===== config.mk =====
export PLATFORM = sky130hd
export DESIGN_NAME = flash_poller
export DESIGN_NICKNAME = d
export VERILOG_FILES = /design/src/rtl/poll_pkg.sv /design/src/rtl/poll_ctrl.sv /design/src/rtl/poll_dp.sv /design/src/rtl/flash_poller.sv
export SDC_FILE = /design/constraint.sdc
export NUM_CORES = 1
export LEC_CHECK = 0
export ABC_AREA = 1
export CORE_MARGIN = 1
export CORE_UTILIZATION = 45
export CTS_BUF_LIST = sky130_fd_sc_hd__clkbuf_4 sky130_fd_sc_hd__clkbuf_8 sky130_fd_sc_hd__clkbuf_16
export DETAILED_ROUTE_END_ITERATION = 7
export GPL_TIMING_DRIVEN = 0
export PLACE_DENSITY = 0.8
export SYNTH_ARGS = -nofsm -noshare
export SYNTH_HDL_FRONTEND = slang
export SYNTH_HIERARCHICAL = 1
export SYNTH_SLANG_ARGS = --single-unit
export TNS_END_PERCENT = 100

===== constraint.sdc =====
create_clock -name clk -period 1.95 [get_ports clk]
set_input_delay 0.2925 -clock clk [delete_from_list [all_inputs] [get_ports clk]]
set_output_delay 0.2925 -clock clk [all_outputs]
set_load 0.1 [all_outputs]

===== src/rtl/poll_pkg.sv =====
package poll_pkg;
  typedef enum logic [2:0] {
    RES_OK      = 3'd0,
    RES_PROTECT = 3'd1,
    RES_PROGRAM = 3'd2,
    RES_ERASE   = 3'd3,
    RES_OTHER   = 3'd4,
    RES_TIMEOUT = 3'd5
  } result_e;

  typedef struct packed {
    logic latch;
    logic cap1;
    logic cap2;
    logic setRes;
    logic setTo;
  } strobe_t;

  localparam int READY_BIT   = 7;
  localparam int ERASE_BIT   = 5;
  localparam int PROG_BIT    = 4;
  localparam int PROTECT_BIT = 1;
  localparam int TOGGLE_BIT  = 6;
endpackage


===== src/rtl/poll_ctrl.sv =====
module poll_ctrl
  import poll_pkg::*;
#(
  parameter int TO_W        = 16,
  parameter int TICK_CYCLES = 5000
) (
  input  logic            clk,
  input  logic            rst,
  input  logic            start,
  input  logic            pollMode,
  input  logic [TO_W-1:0] timeout,
  input  logic            rdValid,
  input  logic            complete,
  output logic            modeQ,
  output logic            rdReq,
  output logic            done,
  output strobe_t         strb
);
  localparam int BUD_W  = TO_W + 4;
  localparam int TICK_W = $clog2(TICK_CYCLES + 1);
  localparam logic [BUD_W-1:0]  SCALE    = BUD_W'(10);
  localparam logic [TICK_W-1:0] TICK_END = TICK_W'(TICK_CYCLES - 1);

  typedef enum logic [2:0] {
    S_IDLE, S_WAIT, S_ISS1, S_RSP1, S_ISS2, S_RSP2, S_EVAL, S_DONE
  } state_e;

  state_e            state, stateNxt;
  logic [BUD_W-1:0]  budget;
  logic [TICK_W-1:0] tickCnt;
  logic              pastValid;

  always_comb begin
    stateNxt = state;
    strb     = '0;
    case (state)
      S_IDLE: if (start) begin
        strb.latch = 1'b1;
        if (timeout == '0) begin
          strb.setTo = 1'b1;
          stateNxt   = S_DONE;
        end else begin
          stateNxt = S_WAIT;
        end
      end
      S_WAIT: if (tickCnt == TICK_END) stateNxt = S_ISS1;
      S_ISS1: stateNxt = S_RSP1;
      S_RSP1: if (rdValid) begin
        strb.cap1 = 1'b1;
        stateNxt  = modeQ ? S_ISS2 : S_EVAL;
      end
      S_ISS2: stateNxt = S_RSP2;
      S_RSP2: if (rdValid) begin
        strb.cap2 = 1'b1;
        stateNxt  = S_EVAL;
      end
      S_EVAL: begin
        if (complete) begin
          strb.setRes = 1'b1;
          stateNxt    = S_DONE;
        end else if (budget == '0) begin
          strb.setTo = 1'b1;
          stateNxt   = S_DONE;
        end else begin
          stateNxt = S_WAIT;
        end
      end
      S_DONE:  stateNxt = S_IDLE;
      default: stateNxt = S_IDLE;
    endcase
  end

  always_ff @(posedge clk) begin
    if (rst) begin
      state     <= S_IDLE;
      budget    <= '0;
      tickCnt   <= '0;
      modeQ     <= 1'b0;
      pastValid <= 1'b0;
    end else begin
      state     <= stateNxt;
      pastValid <= 1'b1;
      if (strb.latch) begin
        budget  <= BUD_W'(timeout) * SCALE;
        modeQ   <= pollMode;
        tickCnt <= '0;
      end else if (state == S_WAIT) begin
        if (tickCnt == TICK_END) begin
          tickCnt <= '0;
          budget  <= budget - 1'b1;
        end else begin
          tickCnt <= tickCnt + 1'b1;
        end
      end
    end
  end

  assign rdReq = (state == S_ISS1) || (state == S_ISS2);
  assign done  = (state == S_DONE);


  done_pulse_chk: assert property (@(posedge clk) disable iff (rst)
    done |=> !done);

  req_pulse_chk: assert property (@(posedge clk) disable iff (rst)
    rdReq |=> !rdReq);

  budget_mono_chk: assert property (@(posedge clk) disable iff (rst)
    (pastValid && state != S_IDLE && $past(state) != S_IDLE) |-> budget <= $past(budget));

  zero_to_chk: assert property (@(posedge clk) disable iff (rst)
    (state == S_IDLE && start && timeout == '0) |=> done);
endmodule


===== src/rtl/poll_dp.sv =====
module poll_dp
  import poll_pkg::*;
#(
  parameter int ADDR_W = 24,
  parameter int DATA_W = 16
) (
  input  logic              clk,
  input  logic              rst,
  input  strobe_t           strb,
  input  logic              modeQ,
  input  logic [ADDR_W-1:0] statAddr,
  input  logic [DATA_W-1:0] rdData,
  output logic [ADDR_W-1:0] rdAddr,
  output logic              complete,
  output logic [2:0]        result
);
  logic [DATA_W-1:0] word1, word2;
  logic [DATA_W-1:0] errBits;
  result_e           resultQ, statCode;

  always_comb begin
    errBits = '0;
    for (int b = 1; b < READY_BIT; b++) errBits[b] = word1[b];
    if (errBits[PROTECT_BIT])   statCode = RES_PROTECT;
    else if (errBits[PROG_BIT]) statCode = RES_PROGRAM;
    else if (errBits[ERASE_BIT]) statCode = RES_ERASE;
    else if (errBits != '0)     statCode = RES_OTHER;
    else                        statCode = RES_OK;
  end

  assign complete = modeQ ? (word1[TOGGLE_BIT] == word2[TOGGLE_BIT])
                          : word1[READY_BIT];

  always_ff @(posedge clk) begin
    if (rst) begin
      rdAddr  <= '0;
      word1   <= '0;
      word2   <= '0;
      resultQ <= RES_OK;
    end else begin
      if (strb.latch) rdAddr <= statAddr;
      if (strb.cap1)  word1  <= rdData;
      if (strb.cap2)  word2  <= rdData;
      if (strb.setTo)       resultQ <= RES_TIMEOUT;
      else if (strb.setRes) resultQ <= modeQ ? RES_OK : statCode;
      else if (strb.latch)  resultQ <= RES_OK;
    end
  end

  assign result = resultQ;


  toggle_ok_chk: assert property (@(posedge clk) disable iff (rst)
    (strb.setRes && modeQ) |=> result == RES_OK);

  timeout_code_chk: assert property (@(posedge clk) disable iff (rst)
    strb.setTo |=> result == RES_TIMEOUT);

  result_hold_chk: assert property (@(posedge clk) disable iff (rst)
    !(strb.latch || strb.setRes || strb.setTo) |=> $stable(result));
endmodule


===== src/rtl/flash_poller.sv =====
module flash_poller
  import poll_pkg::*;
#(
  parameter int ADDR_W      = 24,
  parameter int DATA_W      = 16,
  parameter int TO_W        = 16,
  parameter int TICK_CYCLES = 5000
) (
  input  logic              clk,
  input  logic              rst,
  input  logic              start,
  input  logic              pollMode,
  input  logic [ADDR_W-1:0] statAddr,
  input  logic [TO_W-1:0]   timeout,
  output logic              rdReq,
  output logic [ADDR_W-1:0] rdAddr,
  input  logic              rdValid,
  input  logic [DATA_W-1:0] rdData,
  output logic              done,
  output logic [2:0]        result
);
  strobe_t strb;
  logic    modeQ;
  logic    complete;

  poll_ctrl #(.TO_W(TO_W), .TICK_CYCLES(TICK_CYCLES)) u_ctrl (
    .clk(clk), .rst(rst), .start(start), .pollMode(pollMode),
    .timeout(timeout), .rdValid(rdValid), .complete(complete),
    .modeQ(modeQ), .rdReq(rdReq), .done(done), .strb(strb)
  );

  poll_dp #(.ADDR_W(ADDR_W), .DATA_W(DATA_W)) u_dp (
    .clk(clk), .rst(rst), .strb(strb), .modeQ(modeQ),
    .statAddr(statAddr), .rdData(rdData), .rdAddr(rdAddr),
    .complete(complete), .result(result)
  );
endmodule


==> impl_metrics.yaml <==
pwr:
  powerDensity_nw_per_um2: 1184
  p_leak_nw: 3.033
  ir_worst_vdd_mv: 0.9976
place:
  dpl-instance-area_um2: 5813
  hpwl_um: 9354
  post-place-ws_ns: -0.6592
  portBuffers: 80
  gp_congestion: 0.8987
  place_inst: 965
grt:
  grt_max_degree: 18
  grt_pass1_wl_um: 20980
  grt_pass1_vias: 4569
  track_usage_pct: 23.32
  grt_overflow: 0
  antenna_found_initial: 0
clocking:
  cts_tree: "done"
  cts.sinks: 72
  htree_levels: 3
  cts_root_buffer: "clkbuf_8"
  path_clk_slew_ns: 0.08
  clock_latency_ns: 0.35
  cts_hold_buf: 0
  clockBufferDepth: 2
  numCtsBuffers: 9
die:
  core_um2: 10370
  ioPinCount: 90
  die_y_um: 105.6
  start_util_pct: 46.59
  die_area_um2: 11150
  row_count: 37
  die_w_um: 105.6
sta:
  tns_ns: 0
  setup_viol: 0
  skew_ns: 0.01565
  slew_headroom_pct: 34.12
  rsz0062_at_grt: "false"
  finalHoldViolCount: 0
  finalCritPeriodShare_pct: 96.15
  finalMaxSlewViolations: 0
  whs_ns: 0.4478
  setup_ws_ns: 0.07509
  timing.fmax_mhz: 533.4
  min_period_ns: 1.875
  tightest_slew_ns: 0.9922
setup_path:
  criticalPathCategory: "reg -> out"
  crit_slowest_cell: "dlygate4sd2_1"
  worstSetupEndpointType: "primary output"
  slowest_delay_ns: 0.88
  path_cells: "dlygate4sd2_1"
  crit_fanout: 2
  start_kind: "register"
  critPathTopFamily: "buffers and inverters"
  regToRegSetupSlack_ns: 0.20
  arrival_ns: 1.58
  worst-path-buf-inv: 1
  cp.required_ns: 1.66
cells_and_area:
  final_common_cell: "nand2_1"
  seq_area_um2: 1441
  fin_area_um2: 6274
  drive_gt1_share_pct: 12.04
  multi_input_area_um2: 3229
  fin_nets: 935
  syn_to_final_growth_pct: 29.86
  final_cells: 983
  diodes: 0
  fill_cells: 967
  layout_common_cells: "nand2_1 (181), nor2_1 (126), inv_1 (86)"
drt:
  drc: 0
  vias_per_cell: 5.108
  drtAntennaViolNets: 0
  via_count: 5021
  routedWlPerCell_um: 12.79
  wirelength_um: 12570
  drt_pass1_iterations: 5
  drt_iter0_markers: 358
synthesis:
  avgSynthCellArea_um2: 6.450
  yosys-top-cells-area: "dfxtp_1 (30%), nand2_1 (14%), nor2_1 (9.9%)"
  yosysTopAreaCell: "dfxtp_1"
  netlist_instances: 749
  netlist.area_leader.share_pct: 29.84
  yosysWarnings: 6
  syn-num-nets: 842
  synth.distinct_cells: 44
  yosysSeqAreaShare_pct: 29.84
  ys_ff_latch: 72
  syn_area_um2: 4831
min_path:
  hold_path_class: "in -> reg"
outcome:
  outcome: "completed"
job:
  maxCapViolations: 0
what timing repair did:
item / in CTS / in global routing
setup endpoints to repair: 41 / 35
pin swaps: 9 / 3
resized for setup: 76 / 18
setup buffers: 2 / 0
per-stage QoR:
| step | utilization (%) | power, mW |
|---|---|---|
| floorplan | - | 5.339 |
| global placement | 56.06 | 6.266 |
| detailed placement | 56.06 | 6.318 |
| CTS | 59.56 | 7.388 |
| global route | 60.50 | 7.975 |
| finish | 60.50 | 7.430 |
state kept, by name, indices dropped and copies added, names as in the netlist:
register	cells
u_dp/rdAddr	24
u_ctrl/state	3
u_ctrl/tickCnt	13
u_dp/word1	7
u_dp/result	3
u_ctrl/modeQ	1
u_ctrl/budget	20
u_dp/word2	1
worst register-to-register path, stage by stage (launching register included):
cell and delay [ns]:
dfxtp_1 0.38, ha_1 0.22, nand2_1 0.10, nor3_2 0.19, nand3_2 0.17, nor2_4 0.16, buf_4 0.20, nand3_1 0.10
a31oi_1 0.16
cells in the mapped netlist, drive strengths merged:
master / n
a211oi: 2
a21o: 1
a21oi: 38
a31oi: 2
and2: 1
and3: 1
buf: 9
clkbuf: 5
dfxtp: 72
fa: 1
ha: 31
inv: 95
nand2: 185
nand3: 68
nand3b: 2
nand4: 13
nor2: 138
nor3: 12
nor3b: 2
o211ai: 2
o21a: 1
o21ai: 53
o21bai: 1
o22ai: 1
or2: 3
xnor2: 3
xor2: 7
report_power, final:
part           leakage (nW)  internal, mW  switching, mW  total (mW)
clock network        0.0905         0.483          0.601        1.08
logic                  2.35          1.23           3.05        4.29
registers             0.588          1.80          0.260        2.06
cell families after synthesis:
| group | count (synthesis) | synth area share, % |
|---|---|---|
| adder cells (fa/ha/maj) | 32 | 8.443 |
| flip-flops | 72 | 29.84 |
| buffers and inverters | 109 | 9.842 |
| XOR/XNOR | 10 | 1.813 |
| AO/OA/AOI/OAI | 101 | 11.11 |
| AND/OR/NAND/NOR | 425 | 38.95 |
final timing paths:
| path | startpoint | end | cells past startpoint |
|---|---|---|---|
| max | u_dp/rdAddr[4] | rdAddr[4] | 1 |
| min | timeout[0] | u_ctrl/budget[1] | 3 |
| max reg2reg | u_ctrl/tickCnt[0] | u_ctrl/budget[1] | 8 |
| min reg2reg | u_ctrl/budget[17] | u_ctrl/budget[17] | 2 |
routing by layer:
layer / GRT usage, % / wire (um) / vias up
li1: - / - / 2600
met1: 28.51 / 5435 / 2236
met2: 39.57 / 5830 / 169
met3: 7.050 / 1084 / 16
met4: 6.548 / 219 / 0
met5: 0 / 0 / -
layout make-up:
| class | count | area share (%) |
|---|---|---|
| Timing Repair Buffer | 82 | 12.37 |
| Sequential cell | 72 | 22.98 |
| Clock buffer | 10 | 2.094 |
| Multi-Input combinational cell | 568 | 51.48 |
| Clock inverter | 6 | 0.6980 |
| Tap cell | 136 | 2.712 |
| Inverter | 95 | 5.764 |
| Buffer | 14 | 1.915 |
Note: power is estimated with default switching activity, not from simulation.
